$ cat config.mk
export PLATFORM = sky130hd
export DESIGN_NAME = fuse_regport
export DESIGN_NICKNAME = d
export VERILOG_FILES = /design/src/rtl/fuse_regport_pkg.sv /design/src/rtl/fuse_ctrl_reg.sv /design/src/rtl/fuse_array_model.sv /design/src/rtl/fuse_dout_reg.sv /design/src/rtl/fuse_regport.sv
export SDC_FILE = /design/constraint.sdc
export NUM_CORES = 1
export LEC_CHECK = 0
export BUFFER_PORTS_ARGS = -buffer_cell sky130_fd_sc_hd__buf_2
export CAP_MARGIN = 20
export CELL_PAD_IN_SITES_DETAIL_PLACEMENT = 1
export CELL_PAD_IN_SITES_GLOBAL_PLACEMENT = 2
export CORE_ASPECT_RATIO = 1.5
export CORE_MARGIN = 2
export CORE_UTILIZATION = 30
export DETAILED_ROUTE_END_ITERATION = 10
export PLACE_DENSITY_LB_ADDON = 0.1
export SETUP_SLACK_MARGIN = 0.4
export SLEW_MARGIN = 10
export SYNTH_ARGS = -nofsm -noshare
export SYNTH_HDL_FRONTEND = slang
export SYNTH_HIERARCHICAL = 1
export SYNTH_SLANG_ARGS = --single-unit
$ cat constraint.sdc
create_clock -name clk -period 2.2 [get_ports clk]
set_clock_uncertainty 0.15 [all_clocks]
set_input_delay 0.44 -clock clk [delete_from_list [all_inputs] [get_ports clk]]
set_output_delay 0.44 -clock clk [all_outputs]
set_load 0.1 [all_outputs]
$ cat src/rtl/fuse_regport_pkg.sv
package fuse_regport_pkg;

   // Pin bit positions inside the control word (decoded by software)
   localparam int PIN_CSN_BIT  = 0;
   localparam int PIN_STB_BIT  = 1;
   localparam int PIN_LOAD_BIT = 2;
   localparam int PIN_PGD_BIT  = 3;
   localparam int ERR_BIT      = 31;
   localparam int DATA_W       = 32;
   localparam int FUSE_BYTE_W  = 8;

   typedef struct packed {
      logic pgm_dis;
      logic load;
      logic strobe;
      logic csn;
   } fuse_pins_t;

   localparam fuse_pins_t PINS_STANDBY = '{pgm_dis: 1'b1, load: 1'b0,
                                           strobe: 1'b0, csn: 1'b1};

   function automatic logic pins_read_mode(input fuse_pins_t p);
      return p.load & p.pgm_dis & ~p.csn;
   endfunction

endpackage

$ cat src/rtl/fuse_ctrl_reg.sv
module fuse_ctrl_reg
   import fuse_regport_pkg::*;
#(
   parameter int FUSE_AW  = 10,
   parameter int ADDR_LSB = 6
) (
   input  logic                      clk,
   input  logic                      rst_n,
   input  logic                      wr_en,
   input  logic [DATA_W-1:0]         wdata,
   output fuse_pins_t                pins,
   output logic [FUSE_AW-1:0]        fuse_addr,
   output logic                      fire,
   output logic [DATA_W-1:0]         rdata
);

   logic       err_q;
   fuse_pins_t pins_new;
   logic       bad_strobe;
   logic       unused_wd;

   assign unused_wd = ^wdata;

   always_comb begin
      pins_new.csn     = wdata[PIN_CSN_BIT];
      pins_new.strobe  = wdata[PIN_STB_BIT];
      pins_new.load    = wdata[PIN_LOAD_BIT];
      pins_new.pgm_dis = wdata[PIN_PGD_BIT];
   end

   assign bad_strobe = wr_en & pins_new.strobe & ~pins_read_mode(pins_new);

   always_ff @(posedge clk or negedge rst_n) begin
      if (!rst_n) begin
         pins      <= PINS_STANDBY;
         fuse_addr <= '0;
         err_q     <= 1'b0;
      end else if (wr_en) begin
         pins      <= pins_new;
         fuse_addr <= wdata[ADDR_LSB +: FUSE_AW];
         if (bad_strobe)
            err_q <= 1'b1;
         else if (wdata[ERR_BIT])
            err_q <= 1'b0;
      end
   end

   assign fire = pins.strobe & pins_read_mode(pins);

   always_comb begin
      rdata                      = '0;
      rdata[PIN_CSN_BIT]         = pins.csn;
      rdata[PIN_STB_BIT]         = pins.strobe;
      rdata[PIN_LOAD_BIT]        = pins.load;
      rdata[PIN_PGD_BIT]         = pins.pgm_dis;
      rdata[ADDR_LSB +: FUSE_AW] = fuse_addr;
      rdata[ERR_BIT]             = err_q;
   end


   err_set_chk: assert property (@(posedge clk) disable iff (!rst_n)
      (wr_en && wdata[PIN_STB_BIT] && wdata[PIN_CSN_BIT]) |=> rdata[ERR_BIT]);


   err_sticky_chk: assert property (@(posedge clk) disable iff (!rst_n)
      (rdata[ERR_BIT] && !(wr_en && wdata[ERR_BIT])) |=> rdata[ERR_BIT]);


   err_prio_chk: assert property (@(posedge clk) disable iff (!rst_n)
      (wr_en && wdata[ERR_BIT] && wdata[PIN_STB_BIT] && !wdata[PIN_LOAD_BIT])
      |=> rdata[ERR_BIT]);


   no_fire_standby_chk: assert property (@(posedge clk) disable iff (!rst_n)
      rdata[PIN_CSN_BIT] |-> !fire);

endmodule

$ cat src/rtl/fuse_array_model.sv
module fuse_array_model
   import fuse_regport_pkg::*;
#(
   parameter int FUSE_AW = 10,
   parameter logic [(FUSE_BYTE_W << FUSE_AW)-1:0] FUSE_IMAGE = '0
) (
   input  logic                    clk,
   input  logic                    rst_n,
   input  logic [FUSE_AW-1:0]      rd_addr,
   output logic [FUSE_BYTE_W-1:0]  rd_data
);

   localparam int DEPTH = 1 << FUSE_AW;

   logic [FUSE_BYTE_W-1:0] cells [DEPTH];

   always_ff @(posedge clk or negedge rst_n) begin
      if (!rst_n) begin
         for (int i = 0; i < DEPTH; i++)
            cells[i] <= FUSE_IMAGE[i*FUSE_BYTE_W +: FUSE_BYTE_W];
      end else begin
         for (int i = 0; i < DEPTH; i++)
            cells[i] <= cells[i];
      end
   end

   assign rd_data = cells[rd_addr];


   fuse_const_chk: assert property (@(posedge clk) disable iff (!rst_n)
      $stable(rd_addr) |-> $stable(rd_data));

endmodule

$ cat src/rtl/fuse_dout_reg.sv
module fuse_dout_reg
   import fuse_regport_pkg::*;
(
   input  logic                    clk,
   input  logic                    rst_n,
   input  logic                    fire,
   input  logic [FUSE_BYTE_W-1:0]  fuse_byte,
   output logic [FUSE_BYTE_W-1:0]  dout
);

   logic [FUSE_BYTE_W-1:0] held_q;

   always_ff @(posedge clk or negedge rst_n) begin
      if (!rst_n)
         held_q <= '0;
      else if (fire)
         held_q <= fuse_byte;
   end

   assign dout = fire ? fuse_byte : held_q;


   dout_hold_chk: assert property (@(posedge clk) disable iff (!rst_n)
      !fire |=> (fire || $stable(dout)));


   dout_live_chk: assert property (@(posedge clk) disable iff (!rst_n)
      fire |-> dout == fuse_byte);

endmodule

$ cat src/rtl/fuse_regport.sv
module fuse_regport
   import fuse_regport_pkg::*;
#(
   parameter int FUSE_AW  = 10,
   parameter int ADDR_LSB = 6,
   parameter int BUS_AW   = 3,
   parameter logic [(FUSE_BYTE_W << FUSE_AW)-1:0] FUSE_IMAGE = '0
) (
   input  logic              clk,
   input  logic              rst_n,
   input  logic              bus_valid,
   input  logic              bus_write,
   input  logic [BUS_AW-1:0] bus_addr,
   input  logic [31:0]       bus_wdata,
   output logic [31:0]       bus_rdata
);

   localparam logic [BUS_AW-1:0] CTRL_OFS = BUS_AW'(0);
   localparam logic [BUS_AW-1:0] DOUT_OFS = BUS_AW'(4);

   generate
      if (ADDR_LSB < 4 || ADDR_LSB + FUSE_AW > ERR_BIT) begin : g_bad_field
         $error("fuse address field overlaps pin or error bits");
      end
      if (BUS_AW < 3) begin : g_bad_bus
         $error("bus offset too narrow for two word registers");
      end
   endgenerate

   fuse_pins_t             pins;
   logic [FUSE_AW-1:0]     fuse_addr;
   logic                   fire;
   logic [DATA_W-1:0]      ctrl_rdata;
   logic [FUSE_BYTE_W-1:0] fuse_byte;
   logic [FUSE_BYTE_W-1:0] dout;
   logic                   ctrl_wr;
   logic                   rd_act;
   logic                   unused_pins;

   assign unused_pins = ^{pins.load, pins.pgm_dis};
   assign ctrl_wr = bus_valid & bus_write & (bus_addr == CTRL_OFS);
   assign rd_act  = bus_valid & ~bus_write;

   fuse_ctrl_reg #(.FUSE_AW(FUSE_AW), .ADDR_LSB(ADDR_LSB)) u_ctrl (
      .clk       (clk),
      .rst_n     (rst_n),
      .wr_en     (ctrl_wr),
      .wdata     (bus_wdata),
      .pins      (pins),
      .fuse_addr (fuse_addr),
      .fire      (fire),
      .rdata     (ctrl_rdata)
   );

   fuse_array_model #(.FUSE_AW(FUSE_AW), .FUSE_IMAGE(FUSE_IMAGE)) u_array (
      .clk     (clk),
      .rst_n   (rst_n),
      .rd_addr (fuse_addr),
      .rd_data (fuse_byte)
   );

   fuse_dout_reg u_dout (
      .clk       (clk),
      .rst_n     (rst_n),
      .fire      (fire),
      .fuse_byte (fuse_byte),
      .dout      (dout)
   );

   always_comb begin
      bus_rdata = '0;
      if (rd_act) begin
         if (bus_addr == CTRL_OFS)
            bus_rdata = ctrl_rdata;
         else if (bus_addr == DOUT_OFS)
            bus_rdata = {{(DATA_W-FUSE_BYTE_W){1'b0}}, dout};
      end
   end


   dout_upper_zero_chk: assert property (@(posedge clk) disable iff (!rst_n)
      (rd_act && bus_addr == DOUT_OFS) |-> bus_rdata[31:FUSE_BYTE_W] == '0);


   unmapped_zero_chk: assert property (@(posedge clk) disable iff (!rst_n)
      (bus_valid && bus_addr != CTRL_OFS && bus_addr != DOUT_OFS) |-> bus_rdata == '0);


   strobe_low_no_fire_chk: assert property (@(posedge clk) disable iff (!rst_n)
      !pins.strobe |-> !fire);

endmodule

==> results of run 1 <==
registers in the layout, indices dropped and copies added, names as in the netlist:
name	cells
u_dout/held_q	8
u_ctrl/pins	4
u_ctrl/err_q	1
u_ctrl/fuse_addr	10
final cells by class:
class	instances	area (µm²)
multi-input cells	94	1120
flip-flops and latches	23	578
inverters	1	3.75
clock buffers	3	41.3
fillers	614	3180
repair buffers	61	722
well taps	72	90.1
clock inverters	1	5.00
what timing repair did:
action | in CTS | in global routing
setup buffers | 5 | 5
gates resized for setup | 24 | 3
gates cloned | 2 | 0
pin swaps | 3 | 8
endpoints found under the setup margin | 32 | 32
final timing paths:
kind,start,to,slack [ns],cells past startpoint
min in group clk,bus_wdata[9],u_ctrl/fuse_addr[3],0.26,2
worst max-delay path,u_ctrl/pins[3],bus_rdata[1],-0.33,6
worst min-delay path,rst_n,u_ctrl/pins[2],-0.002,1
worst max register to register,u_ctrl/pins[3],u_dout/held_q[6],0.55,4
max in group asynchronous,rst_n,u_ctrl/pins[0],1.54,1
worst min register to register,u_ctrl/fuse_addr[7],u_ctrl/fuse_addr[7],0.37,1
routing by layer:
layer  share of wire (%)  routed length [µm]  vias up  GRT usage [%]
met5                   0                   0        -              0
met1                  34                1300      539           13.8
met2                  61                2340       25           24.5
li1                    -                   -      504              -
met4                0.55                  21        0           3.30
met3                 4.4                 167        2           1.61
power by group through the flow:
| stage | clock network, mW | registers (mW) | logic, mW |
|---|---|---|---|
| after CTS | 0.277 | 0.645 | 0.679 |
| after global placement | 0 | 0.628 | 0.543 |
| after floorplan | 0 | 0.613 | 0.572 |
| final | 0.260 | 0.643 | 0.716 |
| after detailed placement | 0 | 0.640 | 0.557 |
| after global routing | 0.301 | 0.661 | 0.763 |
worst register-to-register path: cells and delay by family, from the launching register on:
family,cells,cell delay (ns)
mux,1,0.32
flops,1,0.55
buf+inv,2,0.27
simple gates,1,0.26
placed cells by master (no fill, tap or decap), drive strengths merged:
cell / count
dfrtp: 21
nor2: 9
conb: 25
mux2i: 8
dfstp: 2
nor3b: 24
or4b: 2
clkbuf: 3
inv: 1
buf: 61
clkinv: 1
mux2: 22
a32o: 1
nand2: 1
and4b: 1
nand3b: 1
cells by family (layout without fill, tap and decap cells):
kind of cell           count (synthesis)  count (layout)
AO/OA/AOI/OAI                          1               1
buffers and inverters                 52              66
flip-flops                            23              23
multiplexers                          30              30
other                                  2              25
AND/OR/NAND/NOR                       38              38
per-stage QoR:
stage / worst slack (ns) / TNS (ns) / hold WS (ns) / area (µm²) / total power, mW
floorplan: -0.586 / -5.80 / -0.00559 / 2080 / 1.18
global placement: -0.111 / -1.45 / 0.298 / 2250 / 1.17
detailed placement: -0.114 / -1.48 / 0.306 / 2250 / 1.20
CTS: -0.314 / -3.53 / 0.0145 / 2510 / 1.60
global route: -0.395 / -4.31 / 0.0289 / 2560 / 1.73
finish: -0.331 / -3.50 / -0.00211 / 2560 / 1.62
==> results.json, run 1 <==
{
  "worstPathRequired_ns": 1.61,
  "maxCapViolCount": 0,
  "setup_violations": 17,
  "ys_ff_latch": 23,
  "critPathCaptureType": "primary output",
  "finalWirelength_um": 3830,
  "p_leak_nw": 1.08,
  "drtAntennaViolNets": 0,
  "clock-sinks": 23,
  "synth_top_area_cell": "dfrtp_1",
  "synthesis.area_um2": 1760,
  "nNetsFinal": 223,
  "antenna_found_initial": 0,
  "pwr-share-seq_pct": 39.7,
  "h-tree-depth": 1,
  "initial_core_util_pct": 30.7,
  "worstPathMaxFanout": 4,
  "critical_path_class": "reg2out",
  "dieHeight_um": 97.9,
  "grt_pass1_wl_um": 6290,
  "layout.cells.non_filler": 255,
  "p_switching_uw": 522,
  "root_buffer": "clkbuf_8",
  "grt_pass1_vias": 1228,
  "synth_compound_area_share_pct": 0.567,
  "pwr-share-comb_pct": 44.2,
  "synth_top_area_share_pct": 29.8,
  "final_core_utilization_pct": 44.6,
  "synthArstFlopShare_pct": 100,
  "tightest_slew_ns": 1.61,
  "synthMuxAreaShare_pct": 22.0,
  "hpwl_um": 2700,
  "rsz0062_at_grt": "yes",
  "cp_slowest_cell": "dfstp_2",
  "p_sw_share_pct": 32.2,
  "yosysSeqAreaShare_pct": 32.8,
  "ir_drop_v": 0.000345,
  "timing.final.crit_period_ns": 2.53,
  "relSlewSlack_pct": -8.04,
  "synthCells": 146,
  "rows": 34,
  "synth-main-ff-cell": "dfrtp_1",
  "grt.total_usage_pct": 12.6,
  "wl_per_cell_um": 15.0,
  "cpPeakStageDelay_ns": 0.55,
  "dr.first_iter.drc_count": 15,
  "synth_commonest_cells": "40 x buf_4, 21 x dfrtp_1, 19 x nor3b_2",
  "die-area_um2": 6520,
  "via_count": 1070,
  "clkTransAtPathRegs_ns": 0.08,
  "status": "finished with violations",
  "synth_xor_xnor_area_share_pct": 0,
  "p_int_mw": 1.10,
  "viasPerCell": 4.20,
  "hold_path_class": "in2async",
  "io_pins": 71,
  "synthSimpleGateAreaFrac_pct": 20.1,
  "path_cells": "and4b_1, buf_6, mux2_4, mux2i_4, nor2_4, buf_12",
  "hold_slack_ns": -0.00211,
  "slew_violations": 15,
  "hold_buffers": 0,
  "crit_buf_inv": 2,
  "globalplace.congestion": 0.652,
  "p_clk_share_pct": 16.1,
  "cp-start-kind": "flop",
  "grt_max_degree": 26,
  "final_layout_size_suffix_gt1_share_pct": 72.7,
  "drc_errors": 0,
  "synth_most_common_cell": "buf_4",
  "clk_latency_ns": 0.26,
  "cts_tree": "built",
  "drtPass1Iterations": 3,
  "cts_buffer_depth": 2,
  "numCtsBuffers": 3,
  "power_density_nw_per_um2": 632,
  "crit_family": "flip-flops",
  "min_period_over_period_pct": 115,
  "fmax_ghz": 0.395,
  "synthToLayoutAreaGrowth_pct": 45.3,
  "hold_violations": 12,
  "ys_warn_count": 6,
  "synth_fa_ha_area_share_pct": 0,
  "core_area_um2": 5740,
  "synthDistinctLibCells": 22,
  "finalWorstSetupSlack_ns": -0.331,
  "portBuffers": 38,
  "failed_checks": "hold timing, slew limit, setup timing",
  "antenna_cells": 0,
  "worstPathArrival_ns": 1.94,
  "syn_avg_cell_area_um2": 12.1,
  "die_w_um": 66.6,
  "place_inst": 239,
  "grt-ovfl-total": 0,
  "synthTopCellsByArea": "dfrtp_1 30%, buf_4 17%, mux2_4 14%",
  "synth_edf_count": 0,
  "synth_top_family_by_area": "buffers and inverters"
}
(Power assumes the default switching activity.)
==> inputs of run 2 (changes only) <==
--- a/config.mk
+++ b/config.mk
@@ -13,6 +13,7 @@
 export CORE_MARGIN = 2
 export CORE_UTILIZATION = 30
 export DETAILED_ROUTE_END_ITERATION = 10
+export GPL_TIMING_DRIVEN = 0
 export PLACE_DENSITY_LB_ADDON = 0.1
 export SETUP_SLACK_MARGIN = 0.4
 export SLEW_MARGIN = 10
==> results.json, run 2 (synthesis results as in run 1) <==
{
  "p_sw_share_pct": 31.1,
  "failed_checks": "hold timing, slew limit, setup timing",
  "antenna_cells": 0,
  "drc_errors": 0,
  "ir_drop_v": 0.000337,
  "globalplace.congestion": 0.713,
  "cpPeakStageDelay_ns": 0.54,
  "root_buffer": "clkbuf_8",
  "relSlewSlack_pct": -8.59,
  "r2r_slack_ns": 0.55,
  "min_period_over_period_pct": 114,
  "numCtsBuffers": 3,
  "cts_tree": "built",
  "finalWirelength_um": 3880,
  "pwr-share-comb_pct": 48.2,
  "layout_commonest_cell": "buf_4",
  "pwr-share-seq_pct": 36.4,
  "critical_path_class": "reg2out",
  "viasPerCell": 4.04,
  "grt.total_usage_pct": 12.6,
  "wl_per_cell_um": 13.4,
  "multi_input_area_um2": 1130,
  "hpwl_um": 2860,
  "path_cells": "and4b_1, buf_6, mux2_4, mux2i_4, nor2_4, buf_12",
  "die-area_um2": 6520,
  "cp-start-kind": "flop",
  "placed_cell_area_um2": 2350,
  "tightest_slew_ns": 1.62,
  "clock-sinks": 23,
  "grt_pass1_wl_um": 6220,
  "critPathCaptureType": "primary output",
  "core_area_um2": 5740,
  "status": "finished with violations",
  "cp_slowest_cell": "dfstp_2",
  "pre_cts_ws_ns": -0.423,
  "worstPathRequired_ns": 1.61,
  "setup_violations": 17,
  "hold_path_class": "in2async",
  "dr.first_iter.drc_count": 4,
  "grt_max_degree": 24,
  "rsz0062_at_grt": "yes",
  "crit_family": "flip-flops",
  "fmax_ghz": 0.400,
  "h-tree-depth": 1,
  "power_density_nw_per_um2": 599,
  "clkTransAtPathRegs_ns": 0.09,
  "p_clk_share_pct": 15.3,
  "p_int_mw": 1.19,
  "worstPathArrival_ns": 1.91,
  "cp_num_cells": 6,
  "via_count": 1173,
  "largest_reg_flops": 10,
  "startpoint": "u_ctrl/pins[3]",
  "synthToLayoutAreaGrowth_pct": 63.0,
  "drtPass1Iterations": 3,
  "clk_latency_ns": 0.27,
  "nNetsFinal": 258,
  "finalWorstSetupSlack_ns": -0.303,
  "cts_buffer_depth": 2,
  "max_flop_register": "u_ctrl/fuse_addr",
  "portBuffers": 36,
  "top_regs": "u_ctrl/fuse_addr (10), u_dout/held_q (8), u_ctrl/pins (4)",
  "io_pins": 71,
  "p_switching_uw": 535,
  "maxCapViolCount": 0,
  "slew_violations": 15,
  "r2r-end": "u_dout/held_q[6]",
  "total_power_mw": 1.72,
  "rows": 34,
  "final_layout_size_suffix_gt1_share_pct": 76.1,
  "p_leak_nw": 1.29,
  "grt_pass1_vias": 1287,
  "critPathCapture": "bus_rdata[7]",
  "initial_core_util_pct": 30.7,
  "timing.final.crit_period_ns": 2.50,
  "grt-ovfl-total": 0,
  "hold_violations": 21,
  "hold_slack_ns": -0.0138,
  "final_cell_mix": "43 x buf_4, 25 x conb_1, 24 x buf_12",
  "worstPathMaxFanout": 8,
  "n_fill_cell": 612,
  "design_area_um2": 2880,
  "rr_worst_depth": 4,
  "regArea_um2": 578,
  "antenna_found_initial": 0,
  "drtAntennaViolNets": 0,
  "crit_buf_inv": 2,
  "die_w_um": 66.6,
  "r2r_start": "u_ctrl/pins[3]",
  "dieHeight_um": 97.9
}
-- run 2: final cells by class --
type,instances,area share [%]
inverter,1,0.130
clock buffer,3,1.44
multi-input combinational,94,39.2
tap,72,3.13
sequential,23,20.1
timing repair buffer,45,19.1
clock inverter,1,0.174
buffer,51,16.7
-- run 2: power groups by stage --
stage | Sequential (mW) | Combinational, mW | Clock [mW]
final | 0.627 | 0.830 | 0.264
after global routing | 0.643 | 0.880 | 0.296
after CTS | 0.630 | 0.827 | 0.270
after detailed placement | 0.636 | 0.653 | 0
after global placement | 0.628 | 0.635 | 0
after floorplan | 0.613 | 0.572 | 0
-- run 2: worst min-delay path by stage --
stage	from	to	cells past startpoint
global route	rst_n	u_ctrl/pins[2]	1
floorplan	rst_n	u_ctrl/err_q	0
finish	rst_n	u_ctrl/pins[2]	1
CTS	rst_n	u_ctrl/pins[2]	1
global placement	rst_n	u_dout/held_q[0]	1
detailed placement	rst_n	u_dout/held_q[2]	1
-- run 2: metal layers --
layer	GRT usage (%)	wire [µm]	vias up
li1	-	-	577
met1	12.8	1340	565
met2	24.8	2320	27
met3	1.96	177	4
met4	3.77	44	0
met5	0	0	-
-- run 2: what timing repair did --
action                                  in CTS  in global routing
endpoints found under the setup margin      32                 32
gates cloned                                 0                  1
buffers inserted                             5                  3
pin swaps                                   10                  1
resized for setup                           86                  5
hold buffers                                 0                  0
-- run 2: through the flow --
step	std cells	util, %	hold WS, ns	TNS, ns
5_1_grt	290	50.1	0.0286	-4.72
4_1_cts	286	48.9	0.0129	-3.56
3_3_place_gp	277	40.8	0.297	-6.12
3_5_place_dp	277	40.8	0.302	-6.49
6_report	290	50.1	-0.0138	-3.73
2_1_floorplan	169	-	-0.00559	-5.80
==> inputs of run 3 (changes only) <==
--- a/config.mk
+++ b/config.mk
@@ -7,17 +7,10 @@
 export LEC_CHECK = 0
 export BUFFER_PORTS_ARGS = -buffer_cell sky130_fd_sc_hd__buf_2
 export CAP_MARGIN = 20
-export CELL_PAD_IN_SITES_DETAIL_PLACEMENT = 1
-export CELL_PAD_IN_SITES_GLOBAL_PLACEMENT = 2
-export CORE_ASPECT_RATIO = 1.5
-export CORE_MARGIN = 2
-export CORE_UTILIZATION = 30
 export DETAILED_ROUTE_END_ITERATION = 10
 export GPL_TIMING_DRIVEN = 0
-export PLACE_DENSITY_LB_ADDON = 0.1
 export SETUP_SLACK_MARGIN = 0.4
 export SLEW_MARGIN = 10
 export SYNTH_ARGS = -nofsm -noshare
 export SYNTH_HDL_FRONTEND = slang
-export SYNTH_HIERARCHICAL = 1
 export SYNTH_SLANG_ARGS = --single-unit
==> results.json, run 3 <==
{
  "status": "stopped before the end",
  "haltStage": "synthesis",
  "firstError": "ERROR: TCL interpreter returned an error: Source files actually used in the design:",
  "ys_warn_count": 0
}
